--- config.mk ---
export PLATFORM = sky130hd
export DESIGN_NAME = hum_dcache
export DESIGN_NICKNAME = d
export VERILOG_FILES = /design/src/rtl/hum_pkg.sv /design/src/rtl/hum_tag_array.sv /design/src/rtl/hum_line_store.sv /design/src/rtl/hum_fill_ctl.sv /design/src/rtl/hum_dcache.sv
export SDC_FILE = /design/constraint.sdc
export NUM_CORES = 2
export LEC_CHECK = 0
export BUFFER_PORTS_ARGS = -buffer_cell sky130_fd_sc_hd__buf_2
export CORE_ASPECT_RATIO = 1.25
export CORE_MARGIN = 1
export CORE_UTILIZATION = 25
export DETAILED_ROUTE_END_ITERATION = 10
export GPL_TIMING_DRIVEN = 0
export PLACE_DENSITY_LB_ADDON = 0.3
export SLEW_MARGIN = 20
export SYNTH_ARGS = -nofsm -noshare
export SYNTH_HDL_FRONTEND = slang
export SYNTH_SLANG_ARGS = --single-unit
--- constraint.sdc ---
create_clock -name clk -period 4.5 [get_ports clk]
set_input_delay 0.45 -clock clk [delete_from_list [all_inputs] [get_ports clk]]
set_output_delay 0.45 -clock clk [all_outputs]
set_load 0.02 [all_outputs]
--- src/rtl/hum_pkg.sv ---
package hum_pkg;

    localparam int unsigned ADDR_W    = 32;
    localparam int unsigned DATA_W    = 32;
    localparam int unsigned BYTE_W    = 2;
    localparam int unsigned DEF_LINES = 16;
    localparam int unsigned DEF_WORDS = 4;

    typedef enum logic {
        FILL_IDLE,
        FILL_RUN
    } fill_state_e;

    typedef enum logic [1:0] {
        SRC_NONE,
        SRC_CACHE,
        SRC_UNCACHED,
        SRC_FILL
    } rsp_src_e;

    typedef struct packed {
        logic              valid;
        logic              write;
        logic [ADDR_W-1:0] addr;
        logic [DATA_W-1:0] data;
    } bus_cmd_t;

    function automatic logic is_uncached(input logic [ADDR_W-1:0] a);
        return a[ADDR_W-1];
    endfunction

    function automatic logic [ADDR_W-1:0] line_align(input logic [ADDR_W-1:0] a,
                                                     input int unsigned line_bytes);
        logic [ADDR_W-1:0] mask;
        mask = ADDR_W'(line_bytes - 1);
        return a & ~mask;
    endfunction

endpackage

--- src/rtl/hum_tag_array.sv ---
module hum_tag_array #(
    parameter int unsigned LINES = 16,
    parameter int unsigned TAG_W = 23,
    localparam int unsigned IDX_W = $clog2(LINES)
) (
    input  logic             clk,
    input  logic             rst,
    input  logic [IDX_W-1:0] lk_idx,
    input  logic [TAG_W-1:0] lk_tag,
    output logic             lk_hit,
    input  logic             inv_en,
    input  logic [IDX_W-1:0] inv_idx,
    input  logic             set_en,
    input  logic [IDX_W-1:0] set_idx,
    input  logic [TAG_W-1:0] set_tag
);

    logic [LINES-1:0] vld;
    logic [TAG_W-1:0] tags [LINES];

    always_ff @(posedge clk) begin
        if (rst) begin
            vld <= '0;
        end else begin
            if (inv_en) vld[inv_idx] <= 1'b0;
            if (set_en) vld[set_idx] <= 1'b1;
        end
    end

    always_ff @(posedge clk) begin
        if (set_en) tags[set_idx] <= set_tag;
    end

    assign lk_hit = vld[lk_idx] && (tags[lk_idx] == lk_tag);

    // invalidation at fill start and validation at fill end never coincide
    a_r4_inv_set_exclusive: assert property (@(posedge clk) disable iff (rst)
        !(inv_en && set_en));

    // the line becomes valid right after its last beat
    a_r3_valid_after_last: assert property (@(posedge clk) disable iff (rst)
        set_en |=> vld[$past(set_idx)]);

    // a line being refilled is not valid until the fill closes
    a_r5_invalid_after_start: assert property (@(posedge clk) disable iff (rst)
        inv_en |=> !vld[$past(inv_idx)]);

endmodule

--- src/rtl/hum_line_store.sv ---
module hum_line_store #(
    parameter int unsigned LINES  = 16,
    parameter int unsigned WORDS  = 4,
    parameter int unsigned DATA_W = 32,
    localparam int unsigned IDX_W = $clog2(LINES),
    localparam int unsigned OFF_W = $clog2(WORDS)
) (
    input  logic              clk,
    input  logic              rst,
    input  logic              fill_we,
    input  logic [IDX_W-1:0]  fill_idx,
    input  logic [OFF_W-1:0]  fill_off,
    input  logic [DATA_W-1:0] fill_data,
    input  logic              st_we,
    input  logic [IDX_W-1:0]  st_idx,
    input  logic [OFF_W-1:0]  st_off,
    input  logic [DATA_W-1:0] st_data,
    input  logic [IDX_W-1:0]  rd_idx,
    input  logic [OFF_W-1:0]  rd_off,
    output logic [DATA_W-1:0] rd_data
);

    logic [DATA_W-1:0] words [LINES][WORDS];

    generate
        for (genvar li = 0; li < LINES; li++) begin : g_line
            for (genvar wi = 0; wi < WORDS; wi++) begin : g_word
                always_ff @(posedge clk) begin
                    if (fill_we && fill_idx == IDX_W'(li) && fill_off == OFF_W'(wi))
                        words[li][wi] <= fill_data;
                    else if (st_we && st_idx == IDX_W'(li) && st_off == OFF_W'(wi))
                        words[li][wi] <= st_data;
                end
            end
        end
    endgenerate

    assign rd_data = words[rd_idx][rd_off];

    // no store may write the array while a fill beat lands
    a_r9_no_store_during_beat: assert property (@(posedge clk) disable iff (rst)
        !(fill_we && st_we));

endmodule

--- src/rtl/hum_fill_ctl.sv ---
module hum_fill_ctl
    import hum_pkg::*;
#(
    parameter int unsigned WORDS  = 4,
    parameter int unsigned IDX_W  = 4,
    parameter int unsigned TAG_W  = 23,
    localparam int unsigned OFF_W = $clog2(WORDS)
) (
    input  logic              clk,
    input  logic              rst,
    input  logic              start,
    input  logic [IDX_W-1:0]  start_idx,
    input  logic [TAG_W-1:0]  start_tag,
    input  logic [OFF_W-1:0]  start_off,
    input  logic              beat_valid,
    input  logic [DATA_W-1:0] beat_data,
    output logic              busy,
    output logic [IDX_W-1:0]  idx,
    output logic [TAG_W-1:0]  tag,
    output logic              beat_we,
    output logic [OFF_W-1:0]  beat_off,
    output logic              last,
    output logic [DATA_W-1:0] miss_data
);

    localparam logic [OFF_W-1:0] LAST_OFF = OFF_W'(WORDS - 1);

    fill_state_e       state;
    logic [OFF_W-1:0]  cnt;
    logic [OFF_W-1:0]  want_off;
    logic [DATA_W-1:0] cap;

    assign busy     = (state == FILL_RUN);
    assign beat_we  = busy && beat_valid;
    assign beat_off = cnt;
    assign last     = beat_we && (cnt == LAST_OFF);
    assign miss_data = (cnt == want_off) ? beat_data : cap;

    always_ff @(posedge clk) begin
        if (rst) begin
            state    <= FILL_IDLE;
            cnt      <= '0;
            want_off <= '0;
            idx      <= '0;
            tag      <= '0;
            cap      <= '0;
        end else begin
            case (state)
                FILL_IDLE: begin
                    if (start) begin
                        state    <= FILL_RUN;
                        cnt      <= '0;
                        idx      <= start_idx;
                        tag      <= start_tag;
                        want_off <= start_off;
                    end
                end
                FILL_RUN: begin
                    if (beat_we) begin
                        if (cnt == want_off) cap <= beat_data;
                        cnt <= cnt + 1'b1;
                        if (last) state <= FILL_IDLE;
                    end
                end
                default: state <= FILL_IDLE;
            endcase
        end
    end

    // a new fill is only launched from idle
    a_r4_single_fill: assert property (@(posedge clk) disable iff (rst)
        start |-> !busy);

    // after the last beat the sequencer is free again
    a_r4_free_after_last: assert property (@(posedge clk) disable iff (rst)
        last |=> !busy);

    // beats between start and last advance one word at a time
    a_r3_beat_order: assert property (@(posedge clk) disable iff (rst)
        (beat_we && !last) |=> (busy && cnt == $past(cnt) + 1'b1));

endmodule

--- src/rtl/hum_dcache.sv ---
module hum_dcache
    import hum_pkg::*;
#(
    parameter int unsigned LINES = DEF_LINES,
    parameter int unsigned WORDS = DEF_WORDS
) (
    input  logic        clk,
    input  logic        rst,
    input  logic        req_valid,
    input  logic        req_write,
    input  logic [31:0] req_addr,
    input  logic [31:0] req_wdata,
    output logic        req_stall,
    output logic        rsp_valid,
    output logic [31:0] rsp_rdata,
    output logic        bus_valid,
    output logic        bus_write,
    output logic [31:0] bus_addr,
    output logic [31:0] bus_wdata,
    input  logic        bus_rvalid,
    input  logic [31:0] bus_rdata,
    output logic        nc_valid,
    output logic        nc_write,
    output logic [31:0] nc_addr,
    output logic [31:0] nc_wdata,
    input  logic [31:0] nc_rdata
);

    localparam int unsigned IDX_W      = $clog2(LINES);
    localparam int unsigned OFF_W      = $clog2(WORDS);
    localparam int unsigned LINE_BYTES = WORDS * (DATA_W / 8);
    localparam int unsigned IDX_LSB    = BYTE_W + OFF_W;
    localparam int unsigned TAG_LSB    = IDX_LSB + IDX_W;
    localparam int unsigned TAG_W      = ADDR_W - 1 - TAG_LSB;

    // request decode
    logic             uncached;
    logic [IDX_W-1:0] rq_idx;
    logic [OFF_W-1:0] rq_off;
    logic [TAG_W-1:0] rq_tag;
    logic             lk_hit;

    assign uncached = is_uncached(req_addr);
    assign rq_idx   = req_addr[IDX_LSB +: IDX_W];
    assign rq_off   = req_addr[BYTE_W +: OFF_W];
    assign rq_tag   = req_addr[ADDR_W-2:TAG_LSB];

    // fill sequencer wires
    logic              fill_busy;
    logic [IDX_W-1:0]  fill_idx;
    logic [TAG_W-1:0]  fill_tag;
    logic              beat_we;
    logic [OFF_W-1:0]  beat_off;
    logic              fill_last;
    logic [DATA_W-1:0] miss_data;
    logic [DATA_W-1:0] rd_data;

    // port control
    logic accept;
    logic fill_start;
    logic store_hit_we;

    assign req_stall = req_valid &&
                       (fill_last || (fill_busy && !uncached && (req_write || !lk_hit)));
    assign accept       = req_valid && !req_stall;
    assign fill_start   = accept && !uncached && !req_write && !lk_hit;
    assign store_hit_we = accept && !uncached && req_write && lk_hit;

    hum_tag_array #(
        .LINES (LINES),
        .TAG_W (TAG_W)
    ) u_tags (
        .clk     (clk),
        .rst     (rst),
        .lk_idx  (rq_idx),
        .lk_tag  (rq_tag),
        .lk_hit  (lk_hit),
        .inv_en  (fill_start),
        .inv_idx (rq_idx),
        .set_en  (fill_last),
        .set_idx (fill_idx),
        .set_tag (fill_tag)
    );

    hum_line_store #(
        .LINES  (LINES),
        .WORDS  (WORDS),
        .DATA_W (DATA_W)
    ) u_data (
        .clk       (clk),
        .rst       (rst),
        .fill_we   (beat_we),
        .fill_idx  (fill_idx),
        .fill_off  (beat_off),
        .fill_data (bus_rdata),
        .st_we     (store_hit_we),
        .st_idx    (rq_idx),
        .st_off    (rq_off),
        .st_data   (req_wdata),
        .rd_idx    (rq_idx),
        .rd_off    (rq_off),
        .rd_data   (rd_data)
    );

    hum_fill_ctl #(
        .WORDS (WORDS),
        .IDX_W (IDX_W),
        .TAG_W (TAG_W)
    ) u_fill (
        .clk        (clk),
        .rst        (rst),
        .start      (fill_start),
        .start_idx  (rq_idx),
        .start_tag  (rq_tag),
        .start_off  (rq_off),
        .beat_valid (bus_rvalid),
        .beat_data  (bus_rdata),
        .busy       (fill_busy),
        .idx        (fill_idx),
        .tag        (fill_tag),
        .beat_we    (beat_we),
        .beat_off   (beat_off),
        .last       (fill_last),
        .miss_data  (miss_data)
    );

    // uncached port: passes the accepted request straight through
    assign nc_valid = req_valid && uncached && !req_stall;
    assign nc_write = req_write;
    assign nc_addr  = req_addr;
    assign nc_wdata = req_wdata;

    // response slot
    rsp_src_e          src_q;
    logic [DATA_W-1:0] word_q;

    always_ff @(posedge clk) begin
        if (rst) begin
            src_q  <= SRC_NONE;
            word_q <= '0;
        end else if (fill_last) begin
            src_q  <= SRC_FILL;
            word_q <= miss_data;
        end else if (accept && !req_write && uncached) begin
            src_q  <= SRC_UNCACHED;
        end else if (accept && !req_write && lk_hit) begin
            src_q  <= SRC_CACHE;
            word_q <= rd_data;
        end else begin
            src_q  <= SRC_NONE;
        end
    end

    assign rsp_valid = (src_q != SRC_NONE);
    assign rsp_rdata = (src_q == SRC_UNCACHED) ? nc_rdata : word_q;

    // external bus command
    bus_cmd_t cmd_q;

    always_ff @(posedge clk) begin
        if (rst) begin
            cmd_q <= '0;
        end else if (fill_start) begin
            cmd_q <= '{valid: 1'b1, write: 1'b0,
                       addr: line_align(req_addr, LINE_BYTES), data: '0};
        end else if (accept && req_write && !uncached) begin
            cmd_q <= '{valid: 1'b1, write: 1'b1, addr: req_addr, data: req_wdata};
        end else begin
            cmd_q.valid <= 1'b0;
        end
    end

    assign bus_valid = cmd_q.valid;
    assign bus_write = cmd_q.write;
    assign bus_addr  = cmd_q.addr;
    assign bus_wdata = cmd_q.data;

    // an accepted load hit answers on the next cycle
    a_r1_hit_answers: assert property (@(posedge clk) disable iff (rst)
        (accept && !req_write && !uncached && lk_hit) |=> rsp_valid);

    // a launched fill shows up as a read command next cycle
    a_r2_fill_cmd: assert property (@(posedge clk) disable iff (rst)
        fill_start |=> (bus_valid && !bus_write));

    // a cacheable miss during a fill is held at the port
    a_r4_second_miss_stalls: assert property (@(posedge clk) disable iff (rst)
        (req_valid && fill_busy && !uncached && !lk_hit) |-> req_stall);

    // uncached requests reach their port whenever they are accepted
    a_r6_uncached_strobe: assert property (@(posedge clk) disable iff (rst)
        (accept && uncached) |-> (nc_valid && !bus_valid_next_fill));

    logic bus_valid_next_fill;
    assign bus_valid_next_fill = fill_start;

    // cacheable stores never pass while the fill owns the bus
    a_r9_store_waits: assert property (@(posedge clk) disable iff (rst)
        (req_valid && req_write && !uncached && fill_busy) |-> req_stall);

    // the final-beat cycle hands its response slot to the missed load
    a_r10_fill_slot: assert property (@(posedge clk) disable iff (rst)
        fill_last |=> (rsp_valid && $past(!accept)));

    // reset leaves no response and no bus command
    a_r11_reset_quiet: assert property (@(posedge clk)
        rst |=> (!rsp_valid && !bus_valid));

endmodule

# Word level (Yosys, flattened, before mapping)
# Memories as Yosys holds them, arrays and structs flattened.
# Cells that the tools add are included.
[classes]
n_addsub = 1
multipliers = 0
n_div = 0
n_lt_le_gt_ge = 5
eq_ne = 42
shifts = 0
mux = 461
n_bitwise = 69
reduce_logical = 214
[op_table]
columns = ["cell", "n"]
rows = [
  ["$mux W32", 71],
  ["$mux W128", 15],
  ["$reduce_or A128 Y1", 15],
  ["$mux W1", 330],
  ["$logic_and A1 B1 Y1", 181],
  ["$mux W4", 30],
  ["$mux W66", 1],
  ["$mux W65", 1],
  ["$bmux W32 S2", 1],
  ["$eq A4 B4 Y1 const B", 16],
  ["$or A1 B1 Y1", 64],
  ["$mux W16", 3],
  ["$eq A4 B3 Y1 const B", 8],
  ["$eq A23 B23 Y1", 1],
  ["$and A16 B16 Y16", 1],
  ["$eq A4 B2 Y1 const B", 4],
  ["$not A16 Y16", 1],
  ["$or A16 B16 Y16", 1],
  ["$eq A2 B2 Y1 const B", 5],
  ["$lt A4 B5 Y1 const B", 2],
  ["$demux W1 S4", 2],
  ["$eq A4 B1 Y1 const B", 2],
  ["$ge A4 B1 Y1 const B", 2],
  ["$logic_not A4 Y1", 2],
  ["other kinds (17)", 33],
]
[totals]
reg_bits = 180
latchBits = 0
ram_bits = 2416
mem_bits_ro = 0
inputBits = 133
output_inout_bits = 166
wordCells = 808
memories = 2
[mem_list]
columns = ["name", "depth", "width", "read_ports", "rd_ports_with_merged_regs", "write_ports", "line", "source"]
rows = [
  ["u_data.words", 16, 128, 1, 0, 1, "hum_line_store.sv:23", "logic [DATA_W-1:0] words [LINES][WORDS];"],
  ["u_tags.tags", 16, 23, 1, 0, 1, "hum_tag_array.sv:19", "logic [TAG_W-1:0] tags [LINES];"],
]

# Longest topological paths before layout
[depth]
ltp_word = 35
ltp_mapped = 16
ltp_nobuf = 8

# Hierarchy
# A second synthesis with hierarchy kept.
[unflattened]
cells_unflattened = 7823
area_unflattened_um2 = 127932.7
[by_module_without_submodules]
columns = ["mod", "instances", "cells_each", "area_each_um2", "seq_area_each_um2"]
rows = [
  ["hum_line_store", 1, 6239, 104559.0, 61499.0],
  ["hum_tag_array", 1, 786, 15491.1, 11370.9],
  ["hum_dcache", 1, 479, 4735.8, 2001.9],
  ["hum_fill_ctl", 1, 319, 3146.8, 1281.2],
]

# Least setup slack after synthesis
# No wires, ideal clock.
[synth_path]
kind = "input-to-reg"
from = "input port req_addr[6]"
to = "memory u_data.words[2][0] (netlist bit) (enable)"
setup_ns = 0.389
arrival_ns = 3.833
required_ns = 4.111
slack_ns = 0.278
stages = 12
n_path_buf = 6
path_cell_list = "buf_2 > buf_4 > clkbuf_1 > mux4_2 > mux4_2 > xnor2_1 > and4b_1 > buf_2 > buf_2 > nand4_2 > buf_2 > nand2_1"
[synth_between]
elab_chain_len = 35
elab_cells_between_ends = 397
cone_classes = "eq/ne (16); mux (215); bitwise (61); reduce/logical (104); memory (1)"
[synth_rtl]
columns = ["item", "line", "source"]
rows = [
  ["start, declared", "hum_dcache.sv:11", "input logic [31:0] req_addr,"],
  ["$mem_v2 Z16 W23 / $bmux W1 S4 (equally long branches)", "n/a", ""],
  ["$eq A23 B23 Y1 / $mux W1 (equally long branches)", "hum_tag_array.sv:34", "assign lk_hit = vld[lk_idx] && (tags[lk_idx] == lk_tag);"],
  ["$logic_and A1 B1 Y1", "hum_tag_array.sv:34", ""],
  ["$logic_not A1 Y1", "hum_dcache.sv:64", "(fill_last || (fill_busy && !uncached && (req_write || !lk_hit)));"],
  ["$logic_or A1 B1 Y1", "hum_dcache.sv:64", ""],
  ["$logic_and A1 B1 Y1", "hum_dcache.sv:64", ""],
  ["$logic_or A1 B1 Y1", "hum_dcache.sv:64", ""],
  ["$logic_and A1 B1 Y1", "hum_dcache.sv:63", "assign req_stall = req_valid &&"],
  ["[... 2 more ...]", "n/a", ""],
  ["$logic_and A1 B1 Y1 (3 in a row)", "hum_dcache.sv:67", "assign store_hit_we = accept && !uncached && req_write && lk_hit;"],
  ["$logic_and A1 B1 Y1 (2 in a row)", "hum_line_store.sv:31", "else if (st_we && st_idx == IDX_W'(li) && st_off == OFF_W'(wi))"],
  ["$mux W1", "hum_line_store.sv:31", ""],
  ["$mux W1", "hum_line_store.sv:29", "if (fill_we && fill_idx == IDX_W'(li) && fill_off == OFF_W'(wi))"],
  ["$mux W1 (not written as such)", "hum_line_store.sv:32", "words[li][wi] <= st_data;"],
  ["$or A1 B1 Y1 (no source line)", "n/a", ""],
  ["$reduce_or A128 Y1 (no source line)", "n/a", ""],
  ["$mux W4 (no source line) (15 in a row)", "n/a", ""],
  ["end, declared", "hum_line_store.sv:23", ""],
]
# Several ways; a longest one is shown, not always the timed one. The select of a mux whose other input is x is not followed.

# Worst setup path in the final report
[layout_path]
from = "input port req_addr[4]"
to = "register word_q[24]"
[layout_between]
elab_chain_len = 14
elab_cells_between_ends = 25
cone_classes = "eq/ne (2); mux (8); reduce/logical (13); memory (2)"
[layout_rtl]
columns = ["item", "line", "source"]
rows = [
  ["$mem_v2 Z16 W23 / $bmux W1 S4 (equally long branches)", "n/a", ""],
  ["$eq A23 B23 Y1 / $mux W1 (equally long branches)", "hum_tag_array.sv:34", ""],
  ["$logic_and A1 B1 Y1", "hum_tag_array.sv:34", ""],
  ["$logic_not A1 Y1", "hum_dcache.sv:64", ""],
  ["$logic_or A1 B1 Y1", "hum_dcache.sv:64", ""],
  ["$logic_and A1 B1 Y1", "hum_dcache.sv:64", ""],
  ["$logic_or A1 B1 Y1", "hum_dcache.sv:64", ""],
  ["$logic_and A1 B1 Y1", "hum_dcache.sv:63", ""],
  ["$logic_not A1 Y1", "hum_dcache.sv:65", "assign accept = req_valid && !req_stall;"],
  ["$logic_and A1 B1 Y1", "hum_dcache.sv:65", ""],
  ["$logic_and A1 B1 Y1", "hum_dcache.sv:144, hum_dcache.sv:146", ""],
  ["$logic_and A1 B1 Y1 (on tied branches)", "hum_dcache.sv:144, hum_dcache.sv:146", ""],
  ["$ne A2 B2 Y1 (no source line) / $reduce_bool A2 Y1 (equally long branches)", "n/a", ""],
  ["$reduce_and A2 Y1 (no source line)", "n/a", ""],
  ["end signal, assigned", "hum_dcache.sv:143", "word_q <= miss_data;"],
  ["end signal, assigned", "hum_dcache.sv:148", "word_q <= rd_data;"],
  ["end, declared", "hum_dcache.sv:135", "logic [DATA_W-1:0] word_q;"],
]
# Several ways; a longest one is shown, not always the timed one. The select of a mux whose other input is x is not followed.
# A chain may end at the register's enable or synchronous reset.

==> out/results.md <==
### Final layout
• 30.1% — Final Core Density
• 50500 — fillcell total
• 49.3% — share of cells above drive strength 1
• 20.1% — area added between synthesis and finish
• 154000 sq um — final std cell area, no fill
• 15500 — count of placed standard cells in the final layout, fillers left out
• 8528 — Final #Nets

### Logic synthesis
• 1.29% — area fraction in compound gates after synthesis
• 56.5% — area share of the largest cell type after synthesis
• 2.81% — post-synthesis share of cell area spent on and, or, nand and nor gates
• 7712 — synthesized netlist net count
• 2596 — synthesis-stage register bit count
• 128000 sq um — Mapped Area
• 0.164% — post-synthesis share of cell area spent on xor and xnor gates
• sky130_fd_sc_hd__edfxtp_1 — post-synthesis cell type with the largest combined area
• sky130_fd_sc_hd__edfxtp_1 — top_reg_cell synth
• 0% — Synth async-reset ratio
• 2416 — count of flip-flops with a built-in enable after synthesis
• 0 — synth warn
• 59.3% — share of synthesized area occupied by flip-flops and latches
• 32.8% — share of cell area taken by muxes after synthesis
• 7575 — number of instances in the synthesized netlist
• sky130_fd_sc_hd__edfxtp_1, sky130_fd_sc_hd__mux2_2, sky130_fd_sc_hd__mux4_2 — Synth top cells by count
• 0.0390% — adder and majority cell fraction of the synthesized area
• 17.0 sq um — Post-Synthesis Mean Instance Area
• multiplexers — largest family of logic cells by synthesized area
• sky130_fd_sc_hd__edfxtp_1, sky130_fd_sc_hd__mux2_2, sky130_fd_sc_hd__mux4_2, sky130_fd_sc_hd__dfxtp_1, sky130_fd_sc_hd__clkbuf_1 — largest cells by area after synthesis
• 69 — number of different library cells in the post-synthesis netlist
• sky130_fd_sc_hd__edfxtp_1 — top-count cell post-synth

### STA
• 10.5% — Worst slew margin
• -0.506 ns — total negative setup slack
• 102% — ratio of final minimum period to clock period
• 19 — final setup violation count
• 1.34 ns — slew at the pin closest to its max-slew limit
• 4.60 ns — Min Clock Period, post-route
• 0.0513 ns — tightest hold margin
• -0.101 ns — final setup slack of the worst path
• 0.217 GHz — timing-limited maximum frequency
• 0 — Fin. Hold Viols
• 0 — number of max-slew violations in the final report
• 0.0819 ns — Fin Clk Skew

### Placed design
• 14700 — cell count after placement
• 0.953 — RD Place Congestion
• 141000 sq um — DP Area
• 229 — Port-buffer cells
• -3.25 ns — worst setup slack after placement
• 428000 um — detailed placement HPWL

### Global route
• 82900 — via count of the first global-routing pass
• 0 — final global-route overflow total
• 782000 um — global-route wire length before repair
• 22.7% — overall global routing resource usage
• 86 — number of antenna violations at the first check in global routing
• 24 — maximum number of pins on one net before global-route repair

### Floorplanning
• 294 — row count
• 25.1% — initial standard-cell utilization of the core
• 517000 sq um — die area
• 803 um — DIE HEIGHT
• 643 um — Horiz. Die Dim
• 299 — io pins
• 512000 sq um — Placeable Area

### Critical path
• flop — crit end category
• primary input — Critical Path Start Type
• 5.32 ns — required time of the worst setup path
• 10 — largest fanout of any net on the critical path
• primary input to flop — worst setup path category
• 5.42 ns — Worst EP arrival

### Power and ir drop
• 55.6 mW — Power, Total
• 24.4% — switching part of the total
• 44.0% — Clk pwr share
• 42.0 mW — cell internal power dissipation
• 47.6% — sequential power share
• 0.277 mV — worst vdd rail ir drop
• 360 nW/um^2 — cell area power density
• 8.5% — Combinational Power Share
• 51.6 nW — standby leakage power
• 13.6 mW — Sw Pwr

### Drt
• 5.44 — Via-to-Cell Ratio
• 0 — Routed Antenna Nets
• 9 — first-pass iteration count of the detailed router
• 607000 um — total routed wirelength
• 0 — number of remaining DRC errors
• 84300 — detailed-route via count
• 39.1 um — routed length per placed instance
• 12800 — DRC violation total after the first TritonRoute iteration

### Clock tree
• built — CTS tree
• 5 — H-tree depth
• 1.00 ns — clock latency reported for the late side of the worst-skew pair
• sky130_fd_sc_hd__clkbuf_16 — root buffer cell
• 4 — maximum buffer depth of the clock tree
• 2596 — number of sinks driven by the clock tree
• 0.06 ns — clock-pin slew of the registers on the worst-case setup and hold paths
• 299 — number of buffers added by the clock tree synthesis step

### Job
• 0 — maximum capacitance violations

### Hold path
• primary input to flop — kind of path behind the tightest hold check

### Status
• setup timing — failing checks
• complete, but fails checks — status

## power groups by stage
stage	Combinational, mW	Clock, mW	Sequential (mW)
after CTS	4.61	24.5	26.4
after floorplan	2.68	0	26.9
after global placement	4.39	0	26.9
after global routing	4.82	25.3	26.4
final	4.71	24.4	26.4
after detailed placement	4.52	0	26.9
## placed cells by master (no fill, tap or decap), types with 40 or more instances in the layout
cell type,instances
sky130_fd_sc_hd__clkbuf_2,75
sky130_fd_sc_hd__dfxtp_1,180
sky130_fd_sc_hd__clkbuf_1,612
sky130_fd_sc_hd__diode_2,54
sky130_fd_sc_hd__nand4_1,44
sky130_fd_sc_hd__nand2_1,144
sky130_fd_sc_hd__buf_16,43
sky130_fd_sc_hd__nand2b_1,115
sky130_fd_sc_hd__nand2_8,63
sky130_fd_sc_hd__clkinv_2,40
sky130_fd_sc_hd__nor3_1,52
sky130_fd_sc_hd__dlygate4sd3_1,40
sky130_fd_sc_hd__nor2_1,73
sky130_fd_sc_hd__mux2_2,1997
sky130_fd_sc_hd__buf_2,445
sky130_fd_sc_hd__mux4_2,730
sky130_fd_sc_hd__buf_6,45
sky130_fd_sc_hd__mux2_1,105
sky130_fd_sc_hd__nand4_4,54
sky130_fd_sc_hd__edfxtp_1,2416
sky130_fd_sc_hd__clkinv_1,52
sky130_fd_sc_hd__buf_12,97
sky130_fd_sc_hd__mux2i_1,191
sky130_fd_sc_hd__a21oi_1,87
sky130_fd_sc_hd__buf_4,231
sky130_fd_sc_hd__clkbuf_16,311
## repair_timing
action	in CTS	in global routing
endpoints found under the setup margin	4177	1985
setup buffers	118	22
hold buffers	39	1
hold endpoints to repair	58	1
pin swaps	60	15
gates resized for setup	273	35
gates cloned	0	0
## kinds of logic after synthesis
group / after synthesis
DFF: 2596
xor gates and xnor gates: 24
and+or+nand+nor: 634
AOI/OAI and AO/OA: 241
muxes: 3034
adders and majority gates: 4
buffers and inverters: 1042
## critical path, stage by stage
cell                       delay, ns
sky130_fd_sc_hd__buf_2          0.19
sky130_fd_sc_hd__buf_6          0.22
sky130_fd_sc_hd__buf_6          0.24
sky130_fd_sc_hd__buf_4          0.26
sky130_fd_sc_hd__buf_8          0.27
sky130_fd_sc_hd__clkbuf_2       0.70
sky130_fd_sc_hd__buf_2          0.80
sky130_fd_sc_hd__mux4_2         0.64
sky130_fd_sc_hd__mux4_2         0.51
sky130_fd_sc_hd__mux4_2         0.52
sky130_fd_sc_hd__nor2_1         0.21
sky130_fd_sc_hd__nand4_1        0.13
sky130_fd_sc_hd__o311a_1        0.19
## final cells by class
| class | instances | area (sq um) | area share, % |
|---|---|---|---|
| clock inverter | 129 | 1090 | 0.709 |
| clock buffer | 417 | 8380 | 5.43 |
| multi-input combinational | 3937 | 49400 | 32.0 |
| antenna | 54 | 135 | 0.0876 |
| buffer | 1009 | 5100 | 3.30 |
| timing repair buffer | 520 | 5440 | 3.52 |
| inverter | 28 | 105 | 0.0681 |
| sequential | 2596 | 76200 | 49.4 |
| tap | 6808 | 8520 | 5.52 |
## flip-flops by register name, indices dropped and copies added, names as in the netlist
signal           count
bus_write            1
u_fill.beat_off      2
u_tags.tags        368
u_tags.vld          16
word_q              32
u_fill.tag          23
u_fill.idx           4
u_fill.busy          1
bus_addr            32
bus_valid            1
u_fill.want_off      2
u_data.words      2048
u_fill.cap          32
bus_wdata           32
src_q                2
## path summary, 6_finish.rpt
path                startpoint             end  slack, ns  depth (start not counted)
max                req_addr[4]      word_q[24]      -0.10                         13
min              bus_rdata[17]  u_fill.cap[17]       0.05                          3
max reg2reg  u_tags.tags[5][4]        src_q[0]      -0.05                         11
min reg2reg      u_fill.cap[4]   u_fill.cap[4]       0.46                          2
## per-layer routing
layer | up-vias | share of wire (%) | wire length [um] | global-route usage, %
met5 | - | 0.11 | 669 | 0.930
met4 | 26 | 8.1 | 49000 | 15.5
met3 | 1513 | 11 | 64600 | 6.62
met2 | 6138 | 44 | 266000 | 34.4
met1 | 44800 | 37 | 226000 | 27.9
li1 | 31800 | - | - | -
Power figures use the tool's default switching activity.
